[src/rtl/hblk_pkg.sv]
package hblk_pkg;
  localparam int HCLK_N = 4;

  // Fixed phase levels during blanking: H1/H3 = m, H2/H4 = ~m
  function automatic logic [HCLK_N-1:0] force_pattern(input logic m);
    return {~m, m, ~m, m};
  endfunction
endpackage

[src/rtl/hblk_region_sel.sv]
module hblk_region_sel #(
  parameter int LINE_W = 12,
  parameter int NREG   = 4,
  parameter int SEQ_W  = 2,
  parameter int RIDX_W = $clog2(NREG)
) (
  input  logic [LINE_W-1:0]          line_i,
  input  logic [(NREG-1)*LINE_W-1:0] bnd_i,
  input  logic [NREG*SEQ_W-1:0]      ptr_i,
  output logic [RIDX_W-1:0]          region_o,
  output logic [SEQ_W-1:0]           seq_o
);
  // Later boundaries override earlier ones: highest reached region wins
  always_comb begin
    region_o = '0;
    for (int k = 1; k < NREG; k++) begin
      if (line_i >= bnd_i[(k-1)*LINE_W +: LINE_W])
        region_o = RIDX_W'(k);
    end
    seq_o = ptr_i[region_o*SEQ_W +: SEQ_W];
  end
endmodule

[src/rtl/hblk_window.sv]
module hblk_window #(
  parameter int PIX_W = 12,
  parameter int NSEQ  = 4
) (
  input  logic [PIX_W-1:0]      pix_i,
  input  logic [NSEQ*PIX_W-1:0] start_i,
  input  logic [NSEQ*PIX_W-1:0] end_i,
  output logic [NSEQ-1:0]       hit_o
);
  // One half-open window comparator per sequence
  for (genvar g = 0; g < NSEQ; g++) begin : g_cmp
    assign hit_o[g] = (pix_i >= start_i[g*PIX_W +: PIX_W]) &&
                      (pix_i <  end_i[g*PIX_W +: PIX_W]);
  end
endmodule

[src/rtl/hblk_gen.sv]
module hblk_gen #(
  parameter int PIX_W  = 12,
  parameter int LINE_W = 12,
  parameter int NSEQ   = 4,
  parameter int NREG   = 4,
  parameter int SEQ_W  = $clog2(NSEQ)
) (
  input  logic                       clk,
  input  logic                       rst,
  input  logic [PIX_W-1:0]           pix_i,
  input  logic [LINE_W-1:0]          line_i,
  input  logic [3:0]                 hclk_i,
  input  logic [NSEQ*PIX_W-1:0]      seq_start_i,
  input  logic [NSEQ*PIX_W-1:0]      seq_end_i,
  input  logic [NSEQ-1:0]            seq_mask_i,
  input  logic [(NREG-1)*LINE_W-1:0] bnd_i,
  input  logic [NREG*SEQ_W-1:0]      ptr_i,
  output logic                       blank_o,
  output logic [3:0]                 hclk_o
);
  import hblk_pkg::*;

  localparam int RIDX_W = $clog2(NREG);

  logic [RIDX_W-1:0] region;
  logic [SEQ_W-1:0]  seq;
  logic [NSEQ-1:0]   hit;
  logic              win;
  logic              mask_lvl;

  hblk_region_sel #(
    .LINE_W(LINE_W), .NREG(NREG), .SEQ_W(SEQ_W), .RIDX_W(RIDX_W)
  ) u_region (
    .line_i(line_i), .bnd_i(bnd_i), .ptr_i(ptr_i),
    .region_o(region), .seq_o(seq)
  );

  hblk_window #(.PIX_W(PIX_W), .NSEQ(NSEQ)) u_window (
    .pix_i(pix_i), .start_i(seq_start_i), .end_i(seq_end_i), .hit_o(hit)
  );

  assign win      = hit[seq];
  assign mask_lvl = seq_mask_i[seq];

  // Flag and phases share one register stage so they stay aligned
  always_ff @(posedge clk) begin
    if (rst) begin
      blank_o <= 1'b0;
      hclk_o  <= '0;
    end else begin
      blank_o <= win;
      hclk_o  <= win ? force_pattern(mask_lvl) : hclk_i;
    end
  end

  AST_RESET_QUIET: assert property (@(posedge clk)
    rst |=> (!blank_o && hclk_o == 4'b0000));

  AST_BLANK_TRACK: assert property (@(posedge clk) disable iff (rst)
    win |=> blank_o);

  AST_PHASE_PAIR: assert property (@(posedge clk) disable iff (rst)
    blank_o |-> (hclk_o[0] == hclk_o[2] && hclk_o[1] == hclk_o[3] &&
                 hclk_o[1] != hclk_o[0]));

  AST_PASSTHRU: assert property (@(posedge clk) disable iff (rst)
    !win |=> (hclk_o == $past(hclk_i)));

  AST_REGION_BASE: assert property (@(posedge clk) disable iff (rst)
    (line_i < bnd_i[LINE_W-1:0] && line_i < bnd_i[2*LINE_W-1:LINE_W] &&
     line_i < bnd_i[3*LINE_W-1:2*LINE_W]) |-> (region == '0));
endmodule

[config.mk]
export PLATFORM = sky130hd
export DESIGN_NAME = hblk_gen
export DESIGN_NICKNAME = d
export VERILOG_FILES = /design/src/rtl/hblk_pkg.sv /design/src/rtl/hblk_region_sel.sv /design/src/rtl/hblk_window.sv /design/src/rtl/hblk_gen.sv
export SDC_FILE = /design/constraint.sdc
export NUM_CORES = 1
export LEC_CHECK = 0
export ABC_AREA = 1
export CAP_MARGIN = 20
export CORE_ASPECT_RATIO = 1.2
export CORE_UTILIZATION = 40
export DETAILED_ROUTE_END_ITERATION = 8
export PLACE_DENSITY = 0.78
export SYNTH_ARGS = -nofsm -noshare
export SYNTH_HDL_FRONTEND = slang
export SYNTH_HIERARCHICAL = 1
export SYNTH_SLANG_ARGS = --single-unit
[constraint.sdc]
create_clock -name clk -period 3.4 [get_ports clk]
set_input_delay 0.85 -clock clk [delete_from_list [all_inputs] [get_ports clk]]
set_output_delay 0.85 -clock clk [all_outputs]
set_load 0.02 [all_outputs]
==> summary.md, run 1 <==
| Metric | Value |
|---|---|
| Combinational group share of total power | 0.728 |
| Core ar. | 0.009613 mm^2 |
| Final Critical Period | 2.934 ns |
| I/O pin total | 179 |
| Routed Antenna Nets | 0 |
| Total CTS buffers | 3 |
| Drt initial violations | 90 |
| Post-route clock period utilization | 0.8631 |
| Drt total wl | 10480 um |
| Initial antenna violation count | 0 |
| Layout cells sized above 1 | 0.04811 |
| Synth top area cells | ha_1 (40%), nand2_1 (20%), inv_1 (19%), a21oi_1 (4.4%), nor2_1 (4.3%) |
| Dpl cell area | 0.005947 mm^2 |
| DRC | 0 |
| Worst Setup SP | line_i[7] |
| WS Path Type | in2reg |
| Unique cell type count in the Yosys netlist | 17 |
| Mapped Area | 0.004011 mm^2 |
| Starting Density | 0.4173 |
| CTS Sinks | 5 |
| CP Capture Type | flip-flop |
| # setup viols final | 0 |
| First-pass GRT wire length | 18060 um |
| P_sw | 0.4101 mW |
| Run status | complete, no violations |
| GPL Wtd Cong | 0.8169 |
| WL/cell | 10.52 um |
| Die Ht | 111.7 um |
| Post-Syn Instances | 691 |
| Vias | 4388 |
| N_diodes | 0 |
| Multi-input logic area | 0.003139 mm^2 |
| DR WL met2 | 5042 um |
| Reg clk slew, reported paths | 0.04 ns |
| Pwr dens | 170.6 mW/mm^2 |
| CP endpoint | hclk_o[2] |
| Net Sw Frac | 0.3990 |
| Row count | 39 |
| Layout area overhead | 50.22% |
| Fmax | 0.3408 GHz |
| Max-slew headroom | 0.7027 |
| Synth top area share | 0.3993 |
| # hold bufs at CTS | 0 |
| Cell taking the most area after synthesis | ha_1 |
| WHS | 1.170 ns |
| Syn_area_per_cell | 5.805 um^2 |
| Final Instance Area | 0.006026 mm^2 |
| Hold Violations, Final | 0 |
| Final HPWL DP | 9568 um |
| Post-CTS Resized | 0 |
| Peak VDD IR | 0.1221 mV |
| Postcts setup bufs | 0 |
| H-tree levels | 1 |
| Setup TNS | 0 ns |
| CP max FO | 7 |
| NumNets Final | 1176 |
| Clk buf depth | 2 |
| Die width | 93.42 um |
| P_leak | 3.662 nW |
| GR Overflow Total | 0 |
| Post-synth top flop | dfxtp_1 |
| Worst setup SP type | input pin |
| Max Cap Violations | 0 |
| Fin. max-slew vios | 0 |
| Highest Signal Layer | met4 |
| Vias per cell | 4.406 |
| Pint | 0.6177 mW |
| CTS tree | done |
| Total GRT Usage | 0.2102 |
| Async SR Flop Fraction | 0 |
| Full die area | 0.01043 mm^2 |
| Synthesis warning total | 6 |
| Worst hold path type | in2reg |
| Clock power share | 0.195 |
| Final core utilization | 0.6268 |
| Met1 Wirelength | 4391 um |
| Commonest non-fill, non-tap cell in the layout | nand2_1 |
| Net Count, Synth | 993 |
| Sequential cell area | 100.1 um^2 |
| Worst Max-Slew Pin Slew | 0.4445 ns |
| Highest-count cells in the layout ignoring fill and taps | nand2_1 (217), inv_1 (198), clkdlybuf4s50_1 (178) |
| Largest net degree at the start of global routing | 9 |
| DR pass1 iterations | 4 |
| Post-synthesis register bit count | 5 |
| Number of global-route vias before repair | 4380 |
| Worst EP arrival | 3.06 ns |
| Routed length on met3 | 854 um |
| RSZ-0062 raised after global routing | no |
| Sequential share of the synthesized area | 0.02495 |
| Worst path required time | 3.53 ns |
| Root Driver | clkbuf_16 |
| Seq pwr share | 0.077 |
| Buffers on Ports | 178 |
| FILL cells | 914 |
| Number of synthesized flops with an enable pin | 0 |
| Total chip power | 1.028 mW |
==> kinds of logic (layout without fill, tap and decap cells) <==
family / after synthesis / in the layout / synth area share
flops: 5 / 5 / 0.02495
simple gates: 308 / 308 / 0.3191
compound gates: 45 / 45 / 0.06426
buf+inv: 205 / 387 / 0.1925
fa+ha+maj: 128 / 128 / 0.3993
==> sequential cells by signal, indices dropped and copies added, names as in the netlist <==
register  count
blank_o       1
hclk_o        4
==> synth_stat cells (4+ instances only) <==
cell / n
a21o_1: 4
a21oi_1: 35
a21oi_2: 6
dfxtp_1: 5
ha_1: 128
inv_1: 198
inv_2: 5
nand2_1: 217
nand2_2: 8
nand3_1: 15
nor2_1: 46
nor2_2: 13
==> worst min path at each step <==
stage / from / end / slack, ns / cells after the start
3_5_place_dp: rst / blank_o / 1.42 / 2
2_1_floorplan: rst / blank_o / 0.92 / 1
4_1_cts: rst / blank_o / 1.18 / 2
6_report: rst / blank_o / 1.17 / 2
5_1_grt: rst / blank_o / 1.19 / 2
3_3_place_gp: rst / blank_o / 1.43 / 2
==> stage by stage <==
step           setup WS, ns  instances
2_1_floorplan        0.9061        691
3_3_place_gp         0.2658        992
3_5_place_dp         0.2061        992
4_1_cts              0.4379        996
5_1_grt              0.1721        996
6_report             0.4655        996
==> layout make-up <==
cell class              count  area share
well taps                 123     0.02554
multi-input cells         481      0.5210
inverters                 205      0.1281
repair buffers            178      0.2957
clock buffers               4     0.01308
flip-flops and latches      5     0.01661
==> critical path: stages <==
cell and delay (ns):
clkdlybuf4s50_1 0.46, ha_1 0.33, a21oi_1 0.16, nand2_1 0.07
nand2_1 0.07, nand2_2 0.06, nor2_2 0.19, nand2_2 0.08
nor2_1 0.09, nand2_1 0.06, nand2_1 0.15, inv_2 0.07
nand2_1 0.07, nand3_2 0.08, nand2_4 0.12, nand2_1 0.07
nand2_1 0.06, nor2_1 0.03
==> routing by layer <==
metal | GRT usage | vias up
met1 | 0.2395 | 1806
met4 | 0.04103 | 0
met2 | 0.3975 | 134
met5 | 0 | -
met3 | 0.04235 | 11
li1 | - | 2437
==> power by group through the flow <==
stage	Clock [mW]	Combinational [mW]	Sequential, mW
final	0.200	0.749	0.0789
after global routing	0.206	0.870	0.0802
after CTS	0.201	0.757	0.0790
after detailed placement	0	0.753	0.0784
after global placement	0	0.741	0.0796
after floorplan	0	0.404	0.0940
Power figures use the tool's default switching activity.
==> inputs of run 2 (changes only) <==
Settings changed: CTS_CLUSTER_DIAMETER set to 50.
==> results of run 2 <==
The final DEF is identical to that of run 1; final timing and power are the same.
